## config.mk

```make
export PLATFORM = sky130hd
export DESIGN_NAME = keyed_watchdog
export DESIGN_NICKNAME = d
export VERILOG_FILES = /design/src/rtl/keyed_watchdog.sv
export SDC_FILE = /design/constraint.sdc
export NUM_CORES = 1
export LEC_CHECK = 0
export BUFFER_PORTS_ARGS = -buffer_cell sky130_fd_sc_hd__clkbuf_2
export CORE_MARGIN = 2
export CORE_UTILIZATION = 50
export DETAILED_ROUTE_END_ITERATION = 8
export GPL_TIMING_DRIVEN = 0
export PLACE_DENSITY = 0.79
export SYNTH_ARGS = -nofsm -noshare
export SYNTH_HDL_FRONTEND = slang
export SYNTH_SLANG_ARGS = --single-unit
export TNS_END_PERCENT = 5
```

## constraint.sdc

```tcl
create_clock -name clk -period 2.2 [get_ports clk]
set_input_delay 0.44 -clock clk [delete_from_list [all_inputs] [get_ports clk]]
set_output_delay 0.44 -clock clk [all_outputs]
set_load 0.02 [all_outputs]
```

## src/rtl/keyed_watchdog.sv

```systemverilog
module keyed_watchdog #(
  parameter int ADDR_W = 8,
  parameter logic [ADDR_W-1:0] CTRL_ADDR = 8'h40,
  parameter int GRACE = 10
) (
  input  logic              clk,
  input  logic              rst_n,
  input  logic              tick,
  input  logic              wr_en,
  input  logic [ADDR_W-1:0] addr,
  input  logic [31:0]       wdata,
  output logic [31:0]       rdata,
  output logic              nmi,
  output logic              rst_req
);
  localparam int CNT_W = 9;
  localparam logic [CNT_W-1:0] GRACE_V = CNT_W'(GRACE);

  logic [31:0]      ctrl_q;
  logic [CNT_W-1:0] cnt_q;
  logic             run_q, hit_q;

  logic [6:0] key_inv;
  logic       sel, accept, expire;
  logic [CNT_W-1:0] reload;

  assign sel     = addr == CTRL_ADDR;
  assign key_inv = ~ctrl_q[15:9];
  assign accept  = wr_en && sel && (!ctrl_q[8] || wdata[15:9] == key_inv);
  assign expire  = run_q && tick && cnt_q == CNT_W'(1);
  assign reload  = (wdata[7:0] == 8'd0) ? CNT_W'(256) : {1'b0, wdata[7:0]};
  assign rdata   = sel ? ctrl_q : 32'd0;

  always_ff @(posedge clk) begin
    if (!rst_n) begin
      ctrl_q  <= '0;
      cnt_q   <= '0;
      run_q   <= 1'b0;
      hit_q   <= 1'b0;
      nmi     <= 1'b0;
      rst_req <= 1'b0;
    end else begin
      rst_req <= 1'b0;
      if (accept) begin
        ctrl_q <= wdata;
        cnt_q  <= reload;
        run_q  <= wdata[8];
        hit_q  <= 1'b0;
        nmi    <= 1'b0;
      end else if (expire) begin
        cnt_q <= GRACE_V;
        if (hit_q) rst_req <= 1'b1;
        else begin
          hit_q <= 1'b1;
          nmi   <= 1'b1;
        end
      end else if (run_q && tick) begin
        cnt_q <= cnt_q - 1'b1;
      end
    end
  end
endmodule


```

==> results of run 1 <==
[area by class of cell]
| class | count | area share (%) |
|---|---|---|
| repair buffers | 83 | 23.30 |
| clock inverters | 2 | 1.021 |
| clock buffers | 6 | 2.114 |
| multi-input cells | 209 | 40.76 |
| plain buffers | 23 | 4.703 |
| flip-flops and latches | 44 | 25.67 |
| well taps | 52 | 1.896 |
| inverters | 5 | 0.5468 |
[registers in the layout (all words and copies together) (netlist names)]
| name | flops |
|---|---|
| ctrl_q | 32 |
| cnt_q | 9 |
| nmi | 1 |
| rst_req | 1 |
| hit_q | 1 |
[worst max-delay path: stages]
cell and delay, ps:
clkbuf_2 90, or4b_4 570, nor2_4 170, buf_12 160, clkbuf_16 140, and2_4 150
buf_8 100
[cells in the final DEF (no fill, tap or decap), drive strengths merged, types with 2 or more instances in the layout]
cell,n
o2111ai,2
nor3,6
a21oi,36
or4,2
a22oi,3
or3,2
nor3b,2
clkbuf,65
o211a,2
o31ai,5
ha,2
a31oi,2
buf,47
dfxtp,44
nor2,9
nand3,33
or4b,2
nand2,5
a221o,2
and2,33
o21ai,33
xnor2,8
a211oi,4
mux2i,2
inv,5
nor4,6
[what timing repair did]
| action | in CTS | in global routing |
|---|---|---|
| pin swaps | 2 | 19 |
| buffers inserted | 1 | 2 |
| setup endpoints to repair | 30 | 32 |
| gates cloned | 0 | 3 |
| hold buffers | 0 | 0 |
| resized for setup | 67 | 62 |
[where the power goes]
group / switching, mW / internal [mW]
Combinational: 0.0523 / 0.0427
Clock: 0.278 / 0.337
Sequential: 0.00102 / 0.797
[path summary, 6_finish.rpt]
kind,start,to,cells after the start,slack (ps)
worst max register to register,cnt_q[0],cnt_q[1],6,160
worst min register to register,ctrl_q[0],ctrl_q[0],2,490
worst min-delay path,wdata[27],ctrl_q[27],3,370
worst max-delay path,addr[7],rdata[9],7,-70
[cells by family after synthesis]
| group | Yosys count | share of synthesized area, % |
|---|---|---|
| buffers and inverters | 28 | 6.250 |
| multiplexers | 2 | 0.8547 |
| XOR/XNOR | 8 | 2.992 |
| AO/OA/AOI/OAI | 94 | 23.61 |
| flip-flops | 44 | 37.61 |
| AND/OR/NAND/NOR | 103 | 27.62 |
| adder cells (fa/ha/maj) | 2 | 1.068 |
[metal layers]
metal	vias up	part of all wire (%)
met4	0	1.8
met5	-	0
met3	16	6.6
met1	1210	40
met2	108	51
li1	1202	-
[through the flow]
step / hold slack [ps] / std cells / setup TNS, ps / utilization (%) / worst slack, ps
floorplan: 448.9 / 281 / 0 / - / 129.7
global placement: 459.5 / 410 / -4972 / 62.84 / -193.4
detailed placement: 466.5 / 410 / -5520 / 62.84 / -213.9
CTS: 366.3 / 419 / -136.9 / 72.18 / -16.57
global route: 370.9 / 424 / -1976 / 77.22 / -88.75
finish: 367.6 / 424 / -1261 / 77.22 / -66.53
==> summary.txt, run 1 <==
Global routing
  – Largest net degree at the start of global routing: 14
  – M1 GR Usage: 30.37%
  – Met2 Use GR: 41.59%
  – Met3 usage: 5.694%
  – Initial antenna violation count: 0
  – GRT Total Usage: 24.24%
  – First-pass GRT wire length: 10160 um
  – Busiest grt layer: met2
  – GR Overflow Total: 0
  – Vias in the first global route: 2251

Routing
  – WL per Instance: 17.33 um
  – DRT Wirelength: 7348 um
  – DR vias/cell: 5.981
  – Remaining antenna violation count: 0
  – Drt drc: 0
  – DRT Pass-1 Iters: 4
  – Vias: 2536
  – DR iter-0 viols: 152

Timing
  – Setup ws final: -66.53 ps
  – RSZ-0062 raised after global routing: true
  – Max_slew headroom: 63.78%
  – Clk_skew: 5.335 ps
  – Worst Max-Slew Pin Slew: 543.4 ps
  – Final Hold Viols: 0
  – Setup violations, final: 30
  – Final Cycle Share: 103.0%
  – Slew Limit Fails: 0
  – Post-layout min period: 2267 ps
  – Fmax: 441.2 MHz

Clock network
  – Clock sink count: 44
  – CTS tree: built
  – Num CTS Buffers: 5
  – H-tree depth: 2
  – Clk Latency, worst-skew pair: 300 ps
  – Clock transition at path regs: 80 ps
  – Maximum root-to-sink buffer count: 2
  – Clock root cell: clkbuf_8

Power
  – Power Density: 439.4 nW/um^2
  – Pleak: 1.357 nW
  – Power, Total: 1.508 mW
  – Peak VDD IR: 0.0003096 V

Place
  – DP HPWL: 4460 um
  – Port Buffer Count: 77
  – GP Congestion: 0.8654
  – Placed cell area: 2793 sq um

Logic synthesis
  – Synthesis Warnings: 0
  – Number of synthesized flops with an enable pin: 0
  – Fraction of registers with async set/reset: 0%
  – Count leader, synth: dfxtp_1
  – Post-synthesis sequential area ratio: 37.61%
  – Ys flop type: dfxtp_1
  – Leading post-synthesis cells by cell area: dfxtp_1, and2_1, a21oi_1
  – Synth cell count leaders: dfxtp_1, a21oi_1, and2_1, nand3_1, o21ai_1
  – Area leader, netlist: dfxtp_1
  – Synthesized flop and latch total: 44
  – Syn_nets: 327
  – Post-Syn Instances: 281
  – Post-synthesis area per instance: 8.335 sq um
  – Top cell type's share of synthesized area: 37.61%
  – Syn Std Cell Area: 2342 sq um
  – Synth unique cells: 47

Floorplanning
  – Initial core utilization: 52.70%
  – IO Count: 78
  – Die width: 72.45 um
  – Die Area: 5248 sq um
  – Die height: 72.45 um
  – CORE AREA: 4444 sq um
  – # rows: 24

Min path
  – Hold WC Path Type: in2reg

Run status
  – Status: finished, violations left
  – Violated checks: setup timing

Run
  – Max-cap violation count: 0

Critical path
  – CP Max Fanout: 7
  – CP Class: in2out
  – Crit start category: input port
  – WP data required: 1760 ps
  – WP data arrival: 1830 ps
  – Worst Setup End Kind: output port

Finish
  – Layout cells sized above 1: 39.78%
  – ANT cells: 0
  – Area occupied by registers: 880.8 sq um
  – Area of the multi-input gates: 1399 sq um
  – Area Overhead vs Synth: 46.53%
  – Layout fillers: 301
  – Fin area: 3432 sq um
  – Layout Nets: 417
No activity file was read; power rests on OpenSTA's default activity.
==> inputs of run 2 (changes only) <==
==> constraint.sdc (replaced) <==
create_clock -name clk -period 2.2 [get_ports clk]
set_input_delay 0.44 -clock clk [delete_from_list [all_inputs] [get_ports clk]]
set_output_delay 0.44 -clock clk [all_outputs]
set_load 0.005 [all_outputs]
==> summary.txt, run 2 (same netlist as run 1, synthesis figures left out) <==
Floorplanning
  – Die height: 72.45 um (unchanged)
  – # rows: 24 (unchanged)
  – Die Area: 5248 sq um (unchanged)
  – Die width: 72.45 um (unchanged)
  – Initial core utilization: 52.70% (unchanged)
  – IO Count: 78 (unchanged)
  – CORE AREA: 4444 sq um (unchanged)

Run status
  – Status: finished clean

Timing
  – Slew Limit Fails: 0 (unchanged)
  – Final Hold Viols: 0 (unchanged)
  – Setup violations, final: 0 (-100%)
  – Post-layout min period: 2166 ps (-101.0 ps)
  – Clk_skew: 3.842 ps (-1.494 ps)
  – Worst Max-Slew Pin Slew: 530.2 ps (-13.12 ps)
  – Final Cycle Share: 98.43% (-4.6 points)
  – Max_slew headroom: 64.65% (+0.87 points)
  – RSZ-0062 raised after global routing: true
  – Fmax: 461.8 MHz (+4.7%)
  – Fin Setup TNS: 0 ps (+1261 ps)

Global routing
  – Vias in the first global route: 2151 (-4.4%)
  – First-pass GRT wire length: 9715 um (-4.4%)
  – Largest net degree at the start of global routing: 14 (unchanged)
  – Initial antenna violation count: 0 (unchanged)
  – GR Overflow Total: 0 (unchanged)
  – GRT Total Usage: 23.19% (-1.0 points)

Routing
  – DRT Pass-1 Iters: 4 (unchanged)
  – Drt drc: 0 (unchanged)
  – DR vias/cell: 5.672 (-5.2%)
  – DRT Wirelength: 6036 um (-18%)
  – Remaining antenna violation count: 0 (unchanged)
  – Vias: 2388 (-5.8%)
  – WL per Instance: 14.34 um (-17%)
  – DR iter-0 viols: 165 (+8.6%)

Clock network
  – CTS tree: built
  – Clk Latency, worst-skew pair: 290 ps (about the same)
  – H-tree depth: 2 (unchanged)
  – Clock transition at path regs: 80 ps (about the same)
  – Clock root cell: clkbuf_8
  – # hold bufs at CTS: 0 (unchanged)
  – Num CTS Buffers: 5 (unchanged)
  – Clock sink count: 44 (unchanged)
  – Maximum root-to-sink buffer count: 2 (unchanged)

Finish
  – Layout fillers: 400 (+33%)
  – Most common cell after layout, fill and taps aside: clkbuf_2
  – Layout Nets: 414 (-0.72%)
  – Biggest register: ctrl_q
  – Most frequent cells in the layout: clkbuf_2, dfxtp_1, a21oi_1
  – Leading registers by flop count: ctrl_q: 32 flops, cnt_q: 9 flops
  – Layout cells sized above 1: 31.17% (-8.6 points)
  – Area Overhead vs Synth: 25.64%
  – ANT cells: 0 (unchanged)
  – Util after Layout: 66.22% (-11 points)
  – Layout Cells excl Fill: 421 (-0.71%)
  – Max FFs per register: 32 (unchanged)

Critical path
  – WP data arrival: 1730 ps (-100 ps)
  – Crit start category: input port
  – CP Max Fanout: 10 (+3)
  – CP Class: in2out
  – Worst Setup End Kind: output port
  – WP data required: 1760 ps (about the same)
  – Reg2Reg Depth: 6 (unchanged)

Power
  – Power, Total: 1.499 mW (-0.61%)
  – Peak VDD IR: 0.0003101 V (+0.17%)
  – Pleak: 1.200 nW (-12%)
  – Power Density: 509.3 nW/um^2 (+16%)

Place
  – Dpl cells: 410 (unchanged)
  – GP Congestion: 0.8654 (unchanged)
  – Port Buffer Count: 77 (unchanged)
  – DP HPWL: 4460 um (unchanged)

Min path
  – Hold WC Path Type: in2reg
  – Worst Hold Path Cells: 3 (unchanged)

Run
  – Max-cap violation count: 0 (unchanged)
run 2: changes by cell type in the layout (fill, tap and decap cells not counted), moves of 3 or more:
| cell | delta |
|---|---|
| and2_1 | +30 |
| and2_4 | -30 |
| buf_4 | +4 |
| buf_8 | -33 |
| clkbuf_16 | -3 |
| clkbuf_2 | +30 |
run 2: cell type report:
class	instances	area, sq um	share of cell area [%]
timing repair buffer	80	407.9	13.86
clock inverter	2	35.03	1.190
tap	52	65.06	2.211
multi-input combinational	209	1324	44.98
buffer	23	138.9	4.719
inverter	5	18.77	0.6378
clock buffer	6	72.57	2.466
sequential	44	880.8	29.93
run 2: per-stage QoR:
stage                     instance area [sq um]  hold slack (ps)  worst slack, ps
after floorplan                            2342            448.9            230.2
after global placement                     2793            459.5           -137.6
after detailed placement                   2793            466.5           -158.3
after CTS                                  2912            366.3           -12.72
after global routing                       2943            364.2           -15.76
final                                      2943            368.9            34.44
run 2: power by group:
part | internal, mW | switching, mW | total, mW
clock | 0.337 | 0.275 | 0.612
combinational | 0.0409 | 0.0481 | 0.0891
sequential | 0.797 | 0.000922 | 0.797
run 2: layer usage:
| metal | GRT usage (%) | share of wire [%] | vias to the layer above |
|---|---|---|---|
| li1 | - | - | 1194 |
| met1 | 30.63 | 44 | 1085 |
| met2 | 39.04 | 47 | 100 |
| met3 | 4.861 | 7.9 | 9 |
| met4 | 5.350 | 1.0 | 0 |
| met5 | 0 | 0 | - |
run 2: final timing paths:
| kind | from | endpoint | slack, ps |
|---|---|---|---|
| setup reg to reg | cnt_q[0] | cnt_q[1] | 150 |
| hold reg to reg | ctrl_q[19] | ctrl_q[19] | 480 |
| setup / recovery | addr[3] | rdata[25] | 30 |
| hold / removal | wdata[27] | ctrl_q[27] | 370 |
run 2: what timing repair did:
action,4_1_cts,5_1_grt
gates resized for setup,6,3
buffers inserted,0,3
gates cloned,0,0
endpoints found under the hold margin,0,0
pin swaps,1,1
endpoints found under the setup margin,30,31
run 2: worst max-delay path, cell delays in order:
cell and delay, ps:
clkbuf_2 80, or4b_4 570, nor2_4 190, clkbuf_4 200
and2_1 130, clkbuf_2 110
==> inputs of run 3 (changes only) <==
- ABC_AREA: unset -> 1
- PLACE_DENSITY: 0.79 -> 0.8
==> summary.txt, run 3 <==
Run status
  – Status: finished clean

Logic synthesis
  – Post-Synth Simple-Gate Area: 28.37% (+0.75 points)
  – Leading post-synthesis cells by cell area: dfxtp_1, inv_1, nor2_1
  – Synth cell count leaders: inv_1, nor2_1, nand2_1
  – Area leader, netlist: dfxtp_1
  – Synthesis Warnings: 0 (unchanged)
  – Largest family of logic cells by synthesized area: simple AND/OR/NAND/NOR gates
  – Ys flop type: dfxtp_1
  – Count leader, synth: inv_1
  – Top cell type's share of synthesized area: 39.55% (+1.9 points)
  – Post-synthesis mux area share: 0% (-0.85 points)
  – Syn_nets: 373 (+14%)
  – XOR/XNOR Fraction of Synth Area: 1.573% (-1.4 points)
  – Post-synthesis sequential area ratio: 39.55% (+1.9 points)
  – Post-synthesis area per instance: 6.811 sq um (-18%)
  – Number of synthesized flops with an enable pin: 0 (unchanged)
  – Syn Std Cell Area: 2227 sq um (-4.9%)
  – Post-Synth Adder-Cell Area: 1.124% (+0.055 points)
  – Synth unique cells: 29 (-38%)
  – Synthesized flop and latch total: 44 (unchanged)
  – Compound-Gate Fraction of Synth Area: 15.79% (-7.8 points)
  – Fraction of registers with async set/reset: 0% (unchanged)
  – Post-Syn Instances: 327 (+16%)

Run
  – Max-cap violation count: 0 (unchanged)

Global routing
  – First-pass GRT wire length: 9425 um (-3.0%)
  – Initial antenna violation count: 0 (unchanged)
  – GRT Total Usage: 23.04% (-0.15 points)
  – Vias in the first global route: 2267 (+5.4%)
  – Largest net degree at the start of global routing: 14 (unchanged)
  – GR Overflow Total: 0 (unchanged)

Clock network
  – Clock transition at path regs: 80 ps (about the same)
  – Maximum root-to-sink buffer count: 2 (unchanged)
  – # hold bufs at CTS: 0 (unchanged)
  – Clk Latency, worst-skew pair: 290 ps (about the same)
  – CTS tree: built
  – H-tree depth: 2 (unchanged)
  – Num CTS Buffers: 5 (unchanged)
  – Clock sink count: 44 (unchanged)
  – Post-cts gate resize count: 0 (-6)
  – Clock root cell: clkbuf_8
  – Setup Buffers After CTS: 0 (unchanged)

Place
  – GP Congestion: 0.8647 (about the same)
  – DP HPWL: 4112 um (-7.8%)
  – Dpl cells: 455 (+11%)
  – Port Buffer Count: 76 (-1.3%)

Routing
  – WL per Instance: 11.85 um (-17%)
  – DRT Pass-1 Iters: 4 (unchanged)
  – DR iter-0 viols: 145 (-12%)
  – Drt drc: 0 (unchanged)
  – Vias: 2335 (-2.2%)
  – DR vias/cell: 5.054 (-11%)
  – Remaining antenna violation count: 0 (unchanged)
  – DRT Wirelength: 5473 um (-9.3%)

Floorplanning
  – IO Count: 78 (unchanged)
  – Initial core utilization: 51.50% (-1.2 points)
  – Die width: 70.74 um (-2.4%)
  – Die Area: 5004 sq um (-4.7%)
  – CORE AREA: 4324 sq um (-2.7%)
  – # rows: 24 (unchanged)
  – Die height: 70.74 um (-2.4%)

Finish
  – Biggest register: ctrl_q
  – Area Overhead vs Synth: 23.65%
  – Most frequent cells in the layout: clkbuf_2, inv_1, nor2_1
  – ANT cells: 0 (unchanged)
  – Max FFs per register: 32 (unchanged)
  – Layout cells sized above 1: 27.32% (-3.8 points)
  – Most common cell after layout, fill and taps aside: clkbuf_2
  – Layout Cells excl Fill: 462 (+9.7%)
  – Layout Nets: 456 (+10%)
  – Leading registers by flop count: ctrl_q: 32 flops, cnt_q: 9 flops

Timing
  – Max_slew headroom: 68.82% (+4.2 points)
  – RSZ-0062 raised after global routing: false
  – Final Cycle Share: 87.38% (-11 points)
  – Post-layout min period: 1922 ps (-243.1 ps)
  – Final Hold Viols: 0 (unchanged)
  – Slew Limit Fails: 0 (unchanged)
  – Fin Setup TNS: 0 ps (unchanged)
  – Setup violations, final: 0 (unchanged)
  – Clk_skew: 7.406 ps (+3.564 ps)
  – Worst Max-Slew Pin Slew: 467.6 ps (-62.60 ps)
  – Fmax: 520.2 MHz (+13%)

Critical path
  – Crit path buf inv count: 3 (unchanged)
  – Worst Setup End Kind: output port
  – Crit start category: input port
  – CP Max Fanout: 10 (unchanged)
  – CP dominant cell by count: clkbuf_2
  – WP data required: 1760 ps (about the same)
  – Slowest cell on the critical path: buf_1
  – CP Class: in2out
  – WP data arrival: 1480 ps (-250 ps)
  – Crit path cell chain: clkbuf_2, nor2_2, nand4_4, buf_1, nor2_1, clkbuf_2
  – CP delay by family, top: simple AND/OR/NAND/NOR gates
  – Slowest stage delay, CP: 290 ps (-280 ps)

Min path
  – Hold WC Path Type: in2reg

Power
  – Peak VDD IR: 0.0003736 V (+20%)
  – Power Density: 502.0 nW/um^2 (-1.4%)
  – Pleak: 1.272 nW (+6.0%)
run 3: logic make-up (layout without fill, tap and decap cells):
group                      Yosys count  after routing
AOI/OAI and AO/OA                   65             65
DFF                                 44             44
buffers and inverters               73            156
and+or+nand+nor                    139            139
xor gates and xnor gates             4              4
adders and majority gates            2              2
run 3: final cells by class:
type / instances / area [sq um]
clock inverters: 2 / 12.51
flip-flops and latches: 44 / 880.8
clock buffers: 5 / 68.82
multi-input cells: 210 / 1044
fillers: 416 / 1570
plain buffers: 14 / 81.33
repair buffers: 76 / 380.4
well taps: 52 / 65.06
inverters: 59 / 221.5
run 3: worst paths after layout:
| path | startpoint | cells after the start | endpoint | slack, ps |
|---|---|---|---|---|
| worst max register to register | cnt_q[0] | 12 | cnt_q[6] | 630 |
| worst max-delay path | addr[5] | 6 | rdata[14] | 280 |
| worst min-delay path | wdata[8] | 3 | ctrl_q[8] | 380 |
| worst min register to register | ctrl_q[18] | 2 | ctrl_q[18] | 460 |
run 3: worst min-delay path: stages:
cell      delay [ps]
clkbuf_2          80
o21ai_0           70
inv_1             50
run 3: metal layers:
metal / vias up / routed length [um] / track usage, %
met5: - / 0 / 0
met4: 0 / 98 / 9.015
li1: 1193 / - / -
met1: 1045 / 2255 / 26.45
met2: 88 / 2725 / 41.43
met3: 9 / 394 / 5.128
run 3: metrics by stage:
stage                     instance area (sq um)  util, %  setup WS [ps]  hold WS [ps]  power (mW)
after floorplan                            2227        -          704.9         430.0      0.8614
after global placement                     2673    61.81          310.2         441.0      0.9129
after detailed placement                   2673    61.81          269.5         445.5      0.9148
after CTS                                  2754    63.69          294.7         373.6       1.395
after global routing                       2754    63.69          182.5         380.0       1.444
final                                      2754    63.69          277.5         381.7       1.382
run 3: power by group:
| group | internal, mW | switching [mW] | total (mW) |
|---|---|---|---|
| logic | 0.0440 | 0.0545 | 0.0985 |
| clock network | 0.215 | 0.271 | 0.486 |
| registers | 0.797 | 0.000904 | 0.798 |
